## src/rtl/skew_pkg.sv

```systemverilog
package skew_pkg;
  typedef enum logic {
    SEL_ROW = 1'b0,
    SEL_COL = 1'b1
  } sel_e;
endpackage

```

## src/rtl/skew_bank.sv

```systemverilog
module skew_bank #(
  parameter int DW    = 16,
  parameter int DEPTH = 8,
  parameter int AW    = $clog2(DEPTH)
) (
  input  logic          clk,
  input  logic          we,
  input  logic [AW-1:0] waddr,
  input  logic [DW-1:0] wdata,
  input  logic [AW-1:0] raddr,
  output logic [DW-1:0] rdata
);
  logic [DW-1:0] mem [DEPTH];

  // read-first: a same-cycle write is not seen by this read
  always_ff @(posedge clk) begin
    if (we) mem[waddr] <= wdata;
    rdata <= mem[raddr];
  end
endmodule

```

## src/rtl/skew_addr_gen.sv

```systemverilog
module skew_addr_gen
  import skew_pkg::*;
#(
  parameter int LANES = 8,
  parameter int BANK  = 0,
  parameter int AW    = $clog2(LANES)
) (
  input  sel_e          sel,
  input  logic [AW-1:0] idx,
  output logic [AW-1:0] addr
);
  localparam logic [AW-1:0] BANK_ID = AW'(BANK);

  // a row uses the same word in every bank; a column needs word (bank - idx)
  always_comb begin
    if (sel == SEL_COL) addr = BANK_ID - idx;
    else                addr = idx;
  end
endmodule

```

## src/rtl/skew_rotator.sv

```systemverilog
module skew_rotator #(
  parameter int LANES = 8,
  parameter int DW    = 16,
  parameter int AW    = $clog2(LANES)
) (
  input  logic [LANES*DW-1:0] bank_q,
  input  logic [AW-1:0]       amt,
  output logic [LANES*DW-1:0] lanes
);
  logic [DW-1:0] src_arr [LANES];

  for (genvar b = 0; b < LANES; b++) begin : g_unpack
    assign src_arr[b] = bank_q[b*DW +: DW];
  end

  // lane m takes bank (m + amt) mod LANES, for rows and columns alike
  for (genvar m = 0; m < LANES; m++) begin : g_lane
    localparam logic [AW-1:0] LANE_ID = AW'(m);
    logic [AW-1:0] src;
    assign src                = LANE_ID + amt;
    assign lanes[m*DW +: DW]  = src_arr[src];
  end
endmodule

```

## src/rtl/skew_store.sv

```systemverilog
module skew_store
  import skew_pkg::*;
#(
  parameter int LANES = 8,
  parameter int DW    = 16,
  parameter int AW    = $clog2(LANES)
) (
  input  logic                clk,
  input  logic                rst,
  input  logic                wr_en,
  input  logic [AW-1:0]       wr_row,
  input  logic [AW-1:0]       wr_col,
  input  logic [DW-1:0]       wr_data,
  input  logic                rd_req,
  input  logic                rd_col,
  input  logic [AW-1:0]       rd_idx,
  output logic                rd_valid,
  output logic [LANES*DW-1:0] rd_data
);
  localparam int VW = LANES * DW;

  sel_e          sel;
  logic [AW-1:0] wr_bank;
  logic [VW-1:0] bank_q;
  logic [VW-1:0] aligned;
  logic          s1_valid;
  logic [AW-1:0] s1_idx;

  assign sel     = rd_col ? SEL_COL : SEL_ROW;
  assign wr_bank = wr_row + wr_col;

  for (genvar k = 0; k < LANES; k++) begin : g_bank
    localparam logic [AW-1:0] K_ID = AW'(k);
    logic [AW-1:0] raddr;
    logic          we_k;

    assign we_k = wr_en && (wr_bank == K_ID);

    skew_addr_gen #(.LANES(LANES), .BANK(k), .AW(AW)) u_addr (
      .sel  (sel),
      .idx  (rd_idx),
      .addr (raddr)
    );

    skew_bank #(.DW(DW), .DEPTH(LANES), .AW(AW)) u_bank (
      .clk   (clk),
      .we    (we_k),
      .waddr (wr_row),
      .wdata (wr_data),
      .raddr (raddr),
      .rdata (bank_q[k*DW +: DW])
    );
  end

  always_ff @(posedge clk) begin
    if (rst) begin
      s1_valid <= 1'b0;
      s1_idx   <= '0;
    end else begin
      s1_valid <= rd_req;
      s1_idx   <= rd_idx;
    end
  end

  skew_rotator #(.LANES(LANES), .DW(DW), .AW(AW)) u_rot (
    .bank_q (bank_q),
    .amt    (s1_idx),
    .lanes  (aligned)
  );

  always_ff @(posedge clk) begin
    if (rst) begin
      rd_valid <= 1'b0;
      rd_data  <= '0;
    end else begin
      rd_valid <= s1_valid;
      if (s1_valid) rd_data <= aligned;
    end
  end
endmodule

```

## config.mk

```make
export PLATFORM = sky130hd
export DESIGN_NAME = skew_store
export DESIGN_NICKNAME = d
export VERILOG_FILES = /design/src/rtl/skew_pkg.sv /design/src/rtl/skew_bank.sv /design/src/rtl/skew_addr_gen.sv /design/src/rtl/skew_rotator.sv /design/src/rtl/skew_store.sv
export SDC_FILE = /design/constraint.sdc
export NUM_CORES = 2
export LEC_CHECK = 0
export BUFFER_PORTS_ARGS = -buffer_cell sky130_fd_sc_hd__buf_2
export CAP_MARGIN = 10
export CORE_MARGIN = 5
export CORE_UTILIZATION = 40
export CTS_CLUSTER_DIAMETER = 40
export DETAILED_ROUTE_END_ITERATION = 7
export GPL_TIMING_DRIVEN = 0
export PLACE_DENSITY = 0.65
export SLEW_MARGIN = 20
export SYNTH_ARGS = -nofsm -noshare
export SYNTH_HDL_FRONTEND = slang
export SYNTH_SLANG_ARGS = --single-unit
```

## constraint.sdc

```tcl
create_clock -name clk -period 2.9 [get_ports clk]
set_input_delay 0 -clock clk [delete_from_list [all_inputs] [get_ports clk]]
set_output_delay 0 -clock clk [all_outputs]
set_load 0.05 [all_outputs]
```

== Word-level counts from Yosys, hierarchy flattened ==
Memory sizes are Yosys's and may differ from the RTL's. A register that Yosys moved wholly into a read port is not among the register bits.
Cells that the tools add are included.
Widths: inputs -> output; s select.

* Latch bits: 0
* Bits in read-only memories: 0
* Bits of input ports: 30
* Bits in registers: 133
* Word-level logic and storage cells: 109
* Memories kept: 8
* RAM bits: 1024

{| class="wikitable"
|+ Memory list
! memory !! depth !! bits a word !! read ports !! clocked after Yosys merged registers in !! wr ports !! RTL line !! text
|-
| g_bank[0].u_bank.mem || 8 || 16 || 1 || 1 || 1 || skew_bank.sv:13 || <nowiki>logic [DW-1:0] mem [DEPTH];</nowiki>
|-
| g_bank[1].u_bank.mem || 8 || 16 || 1 || 1 || 1 || skew_bank.sv:13 ||
|-
| g_bank[2].u_bank.mem || 8 || 16 || 1 || 1 || 1 || skew_bank.sv:13 ||
|-
| g_bank[3].u_bank.mem || 8 || 16 || 1 || 1 || 1 || skew_bank.sv:13 ||
|-
| g_bank[4].u_bank.mem || 8 || 16 || 1 || 1 || 1 || skew_bank.sv:13 ||
|-
| g_bank[5].u_bank.mem || 8 || 16 || 1 || 1 || 1 || skew_bank.sv:13 ||
|-
| +2 memories || - || - || - || - || - || - ||
|}

* Shifts and indexed selects: 0
* Add/sub/neg operators: 16
* Bitwise logic cells: 8
* Equal/unequal tests: 7
* Multiplexer cells: 49
* Divide/modulo/power cells: 0
* Reductions and logical operators: 9
* Order comparisons: 8
* Multipliers: 0

{| class="wikitable"
|+ Operator list
! cell !! number
|-
| $bmux 16 s3 || 8
|-
| $mux 16 || 16
|-
| $ge 4x4->1 const B || 8
|-
| $not 3->4 || 8
|-
| $mux 3 || 8
|-
| $mux 1 || 17
|-
| $add 3x3->3 const A || 4
|-
| $eq 3x3->1 const B || 4
|-
| $sub 3x3->3 const A || 4
|-
| $logic_and 1x1->1 || 8
|-
| $add 2x3->3 const A || 2
|-
| $eq 3x2->1 const B || 2
|-
| $sub 1x3->3 const A || 2
|-
| $sub 2x3->3 const A || 2
|-
| $add 1x3->3 const A || 1
|-
| $add 3x3->3 || 1
|-
| $eq 3x1->1 const B || 1
|-
| $logic_not 3->1 || 1
|}

== Logic depth before layout (Yosys ltp) ==
* Depth in word-level cells: 5
* Depth in mapped cells: 11
* Gate-level depth less buffers: 8

== Modules after synthesis ==
Synthesis repeated with hierarchy kept, for this count alone.

* Cells, all modules: 2646
* Area, all modules: 54280.8 um^2

{| class="wikitable"
|+ By module, submodules not included
! module !! times used !! area each (um^2) !! cells each
|-
| skew_bank || 8 || 5293.8 || 214
|-
| skew_rotator || 1 || 6792.8 || 449
|-
| skew_store || 1 || 4830.9 || 443
|-
| skew_addr_gen at g_bank[0].u_addr || 1 || 51.3 || 8
|-
| skew_addr_gen at g_bank[4].u_addr || 1 || 48.8 || 8
|-
| skew_addr_gen at g_bank[6].u_addr || 1 || 48.8 || 6
|-
| skew_addr_gen at g_bank[2].u_addr || 1 || 46.3 || 6
|-
| skew_addr_gen at g_bank[5].u_addr || 1 || 31.3 || 4
|-
| skew_addr_gen at g_bank[1].u_addr || 1 || 28.8 || 4
|-
| skew_addr_gen at g_bank[7].u_addr || 1 || 26.3 || 3
|-
| skew_addr_gen at g_bank[3].u_addr || 1 || 25.0 || 3
|}

== Worst setup path before layout ==
No wires, ideal clock.

* Kind: register to register
* Start: register s1_idx[0]
* End: register rd_data[114]
* Setup slack: 243 ps
* Required time: 2758 ps
* Library setup time: 142 ps
* Cell stages (with the launch flop): 11
* Period minus slack after synthesis: 2657 ps
* Arrival: 2515 ps
* Cells stage by stage: dfxtp_1 > buf_2 > buf_2 > buf_2 > inv_1 > ha_1 > buf_4 > buf_2 > mux4_2 > nand2_1 > a311oi_1

* Word-level cells in the longest chain between the ends: 5

{| class="wikitable"
|+ RTL lines
! element !! RTL line !! text
|-
| start: declaration || skew_store.sv:27 || <nowiki>logic [AW-1:0] s1_idx;</nowiki>
|-
| start signal: assignment || skew_store.sv:61 || <nowiki>s1_idx <= rd_idx;</nowiki>
|-
| $add 3x3->3 || skew_rotator.sv:20 || <nowiki>assign src = LANE_ID + amt;</nowiki>
|-
| $not 3->4 (not written as such) || skew_rotator.sv:21 || <nowiki>assign lanes[m*DW +: DW] = src_arr[src];</nowiki>
|-
| $bmux 16 s3 || skew_rotator.sv:21 ||
|-
| $mux 16 (not written as such) (2 in series) || skew_rotator.sv:21 ||
|-
| end signal: assignment || skew_store.sv:77 || <nowiki>if (s1_valid) rd_data <= aligned;</nowiki>
|-
| end: declaration || skew_store.sv:18 || <nowiki>output logic [LANES*DW-1:0] rd_data</nowiki>
|}

Every way passes these cells. The select of a mux whose other input is x is not followed.
A chain may end at the register's enable or synchronous reset.

== Worst setup path after layout ==
* Start: register s1_idx[1]
* End: register rd_data[89]

Same word-level chain as after synthesis.

==> flow_summary.toml <==
[outcome]
status = "finished clean"

[clocking]
clkTransAtPathRegs_ns = 0.06
cts_tree = "yes"
cts_sinks = 1285
cts_buffer_depth = 3
clkLatencyLatePin_ns = 0.79
numCtsBuffers = 150
cts_root_buf = "clkbuf_16"
cts_max_level = 4

[worst_setup_path]
rrSetupSlack_ns = 0.14
worst-path-buf-inv = 7
rr_worst_depth = 11
slowest_stage = "a311oi_2"
path_max_fanout = 10
r2r-start = "s1_idx[1]"
critical_path_required_ns = 3.58
crit_path_end_kind = "flop"
r2r-end = "rd_data[89]"
worstSetupPathType = "flop to flop"
crit_path_start_kind = "flop"
crit_arrival_ns = 3.44
cp_cell_sequence = "clkbuf_2, clkbuf_4, buf_4, inv_1, ha_1, buf_6, buf_6, buf_4, mux4_2, nand2_1, a311oi_2"
cpPeakStageDelay_ns = 0.34
path_delay_family = "buffers and inverters"

[layout]
finalNetCount = 3836
fin_util = 0.472
final_cell_mix = "1024 x edfxtp_1, 404 x nand2_1, 336 x mux4_2, 261 x dfxtp_1, 237 x buf_2"
area_growth_pct = 17.3
layout-drive-gt1-share = 0.292
mostFrequentLayoutCell = "edfxtp_1"

[routing]
met1_length_microns = 68800
drt_iter0_markers = 5042
wl_met3_microns = 23400
detail_route.vias_per_cell = 6.08
met2_length_microns = 75400
drc = 0
drtAntennaViolNets = 0
num_vias = 34700
wl_per_cell_microns = 30.7
maxUsedRoutingLayer = "met5"
first_pass_iters = 8
routed_wl_microns = 175000

[timing]
finalHoldViolations = 0
worstMarginPinSlew_ns = 1.25
timing.final.crit_share = 0.952
rsz0062_at_grt = "no"
holdWs_ns = 0.0815
finClkSkew_ns = 0.0353
slew_headroom = 0.165
setup_viol = 0
final_max_slew_viol_count = 0
finalSetupTns_ns = 0
fin_crit_ns = 2.76
fmax_mhz = 362

[floorplan]
num_io_pins = 159
die_h_microns = 379
die-area_sq_um = 144000
fp-row-count = 135
die_w_microns = 379
core_area_sq_um = 135000
start_util = 0.402

[placement]
globalplace.congestion = 1.02
io_buffers = 155
hpwl_microns = 127000

[logic_synthesis]
ys_ff_latch = 1285
avgSynthCellArea_sq_um = 16.0
ys.flop_type = "edfxtp_1"
synthCells = 3407
yosysSeqAreaShare = 0.660
syn_nets = 3443
synth_area_sq_um = 54500
yosys.cell_types.count = 50
async_flop_share = 0
synth_edf_count = 1024
ys_warn_count = 0

[power]
clkPwrFrac = 0.414
p_leak_nw = 21.7
switchingPower_mw = 12.2
pwr-share-seq = 0.470
ir_worst_vdd_uv = 589
p_int_mw = 32.9
power_density_nw_per_um2 = 707
pwr-share-comb = 0.117
switching_share = 0.271

[global_routing]
grt_max_degree = 65
antenna_found_initial = 11
grtUsageTotal = 0.241
grt_pass1_vias = 33200
grt.overflow.total = 0
grt_pass1_wl_microns = 245000

[hold_path]
hold_depth = 3
min_to = "g_bank[0].u_bank.mem[0][15]"
hold_class = "input pin to flop"
min_from = "wr_en"

[job]
cap_viol_max_count = 0
cells in the mapped netlist (8+ instances only):
library cell  count  share of area
clkbuf_1         91         0.0063
o22ai_1          29         0.0033
dfxtp_1         261          0.096
a311oi_1         96          0.015
buf_4            33         0.0045
a21boi_0         12         0.0017
a31o_2            9         0.0014
a211oi_1         32         0.0044
o31ai_1          12         0.0017
nand3_1          78         0.0072
a21oi_1          36         0.0033
nor2b_1          12         0.0014
edfxtp_1       1024           0.56
mux2i_1         198          0.036
mux4_2          336           0.14
nand4b_1         15         0.0024
buf_2           109          0.010
nor2_1          258          0.018
buf_6            15         0.0031
nand4_1          18         0.0021
o21ai_0          61         0.0056
a221oi_2         10         0.0028
buf_1             8        0.00055
mux2_2           94          0.019
a221oi_1         53         0.0085
and3_1           13         0.0015
a31oi_1          31         0.0036
nand2_1         404          0.028
through the flow:
step	std cells	power, mW	setup slack [ns]	cell area (sq um)
floorplan	3407	24.3	0.243	54500
global placement	5343	26.6	-0.980	57500
detailed placement	5411	26.7	-0.591	58700
CTS	5708	45.2	0.0280	63900
global route	5707	46.4	0.00410	63900
finish	5710	45.2	0.138	63900
worst min-delay path: stages:
cell,delay [ns]
buf_2,0.13
nand3_1,0.37
nor2_2,0.16
power groups by stage:
stage,sequential (mW),clock [mW],combinational (mW)
after floorplan,21.6,0,2.75
after global placement,21.6,0,5.00
after detailed placement,21.5,0,5.11
after CTS,21.2,18.9,5.17
after global routing,21.2,19.7,5.49
final,21.2,18.7,5.27
cells by family after synthesis:
family                   share of synthesized area
flip-flops                                   0.660
multiplexers                                 0.195
buffers and inverters                       0.0251
XOR/XNOR                                   0.00296
adder cells (fa/ha/maj)                    0.00152
AND/OR/NAND/NOR                             0.0617
AO/OA/AOI/OAI                               0.0540
layout make-up:
| class | instances | area (sq um) |
|---|---|---|
| multi-input combinational | 1857 | 17300 |
| fill | 11500 | 71500 |
| timing repair buffer | 242 | 1990 |
| sequential | 1285 | 36000 |
| buffer | 256 | 1390 |
| antenna | 3 | 7.51 |
| inverter | 8 | 30.0 |
| clock inverter | 99 | 970 |
| clock buffer | 179 | 4020 |
| tap | 1781 | 2230 |
worst max path at each step:
| stage | slack, ns | startpoint | cells past startpoint | to |
|---|---|---|---|---|
| floorplan | 0.24 | s1_idx[0] | 10 | rd_data[114] |
| global placement | -0.98 | wr_row[1] | 7 | g_bank[1].u_bank.mem[5][9] |
| CTS | 0.03 | s1_idx[0] | 10 | rd_data[56] |
| global route | 0.004 | s1_idx[1] | 10 | rd_data[56] |
| finish | 0.14 | s1_idx[1] | 11 | rd_data[89] |
| detailed placement | -0.59 | rd_idx[1] | 12 | g_bank[0].u_bank.rdata[14] |
registers in the layout, indices dropped and copies added (netlist names):
register,flops
s1_valid,1
rd_valid,1
s1_idx,3
g_bank.u_bank.rdata,128
g_bank.u_bank.mem,1024
rd_data,128
per-layer routing:
| layer | track usage | vias to the layer above |
|---|---|---|
| met5 | 0 | - |
| met4 | 0.0920 | 4 |
| met3 | 0.0840 | 327 |
| met2 | 0.348 | 2353 |
| met1 | 0.336 | 17700 |
| li1 | - | 14300 |
what timing repair did:
action,in CTS,in global routing
pin swaps,0,0
endpoints found under the hold margin,1054,0
setup buffers,0,0
endpoints found under the setup margin,58,49
gates resized for setup,14,5
hold buffers,19,0
Note: power is estimated with default switching activity, not from simulation.
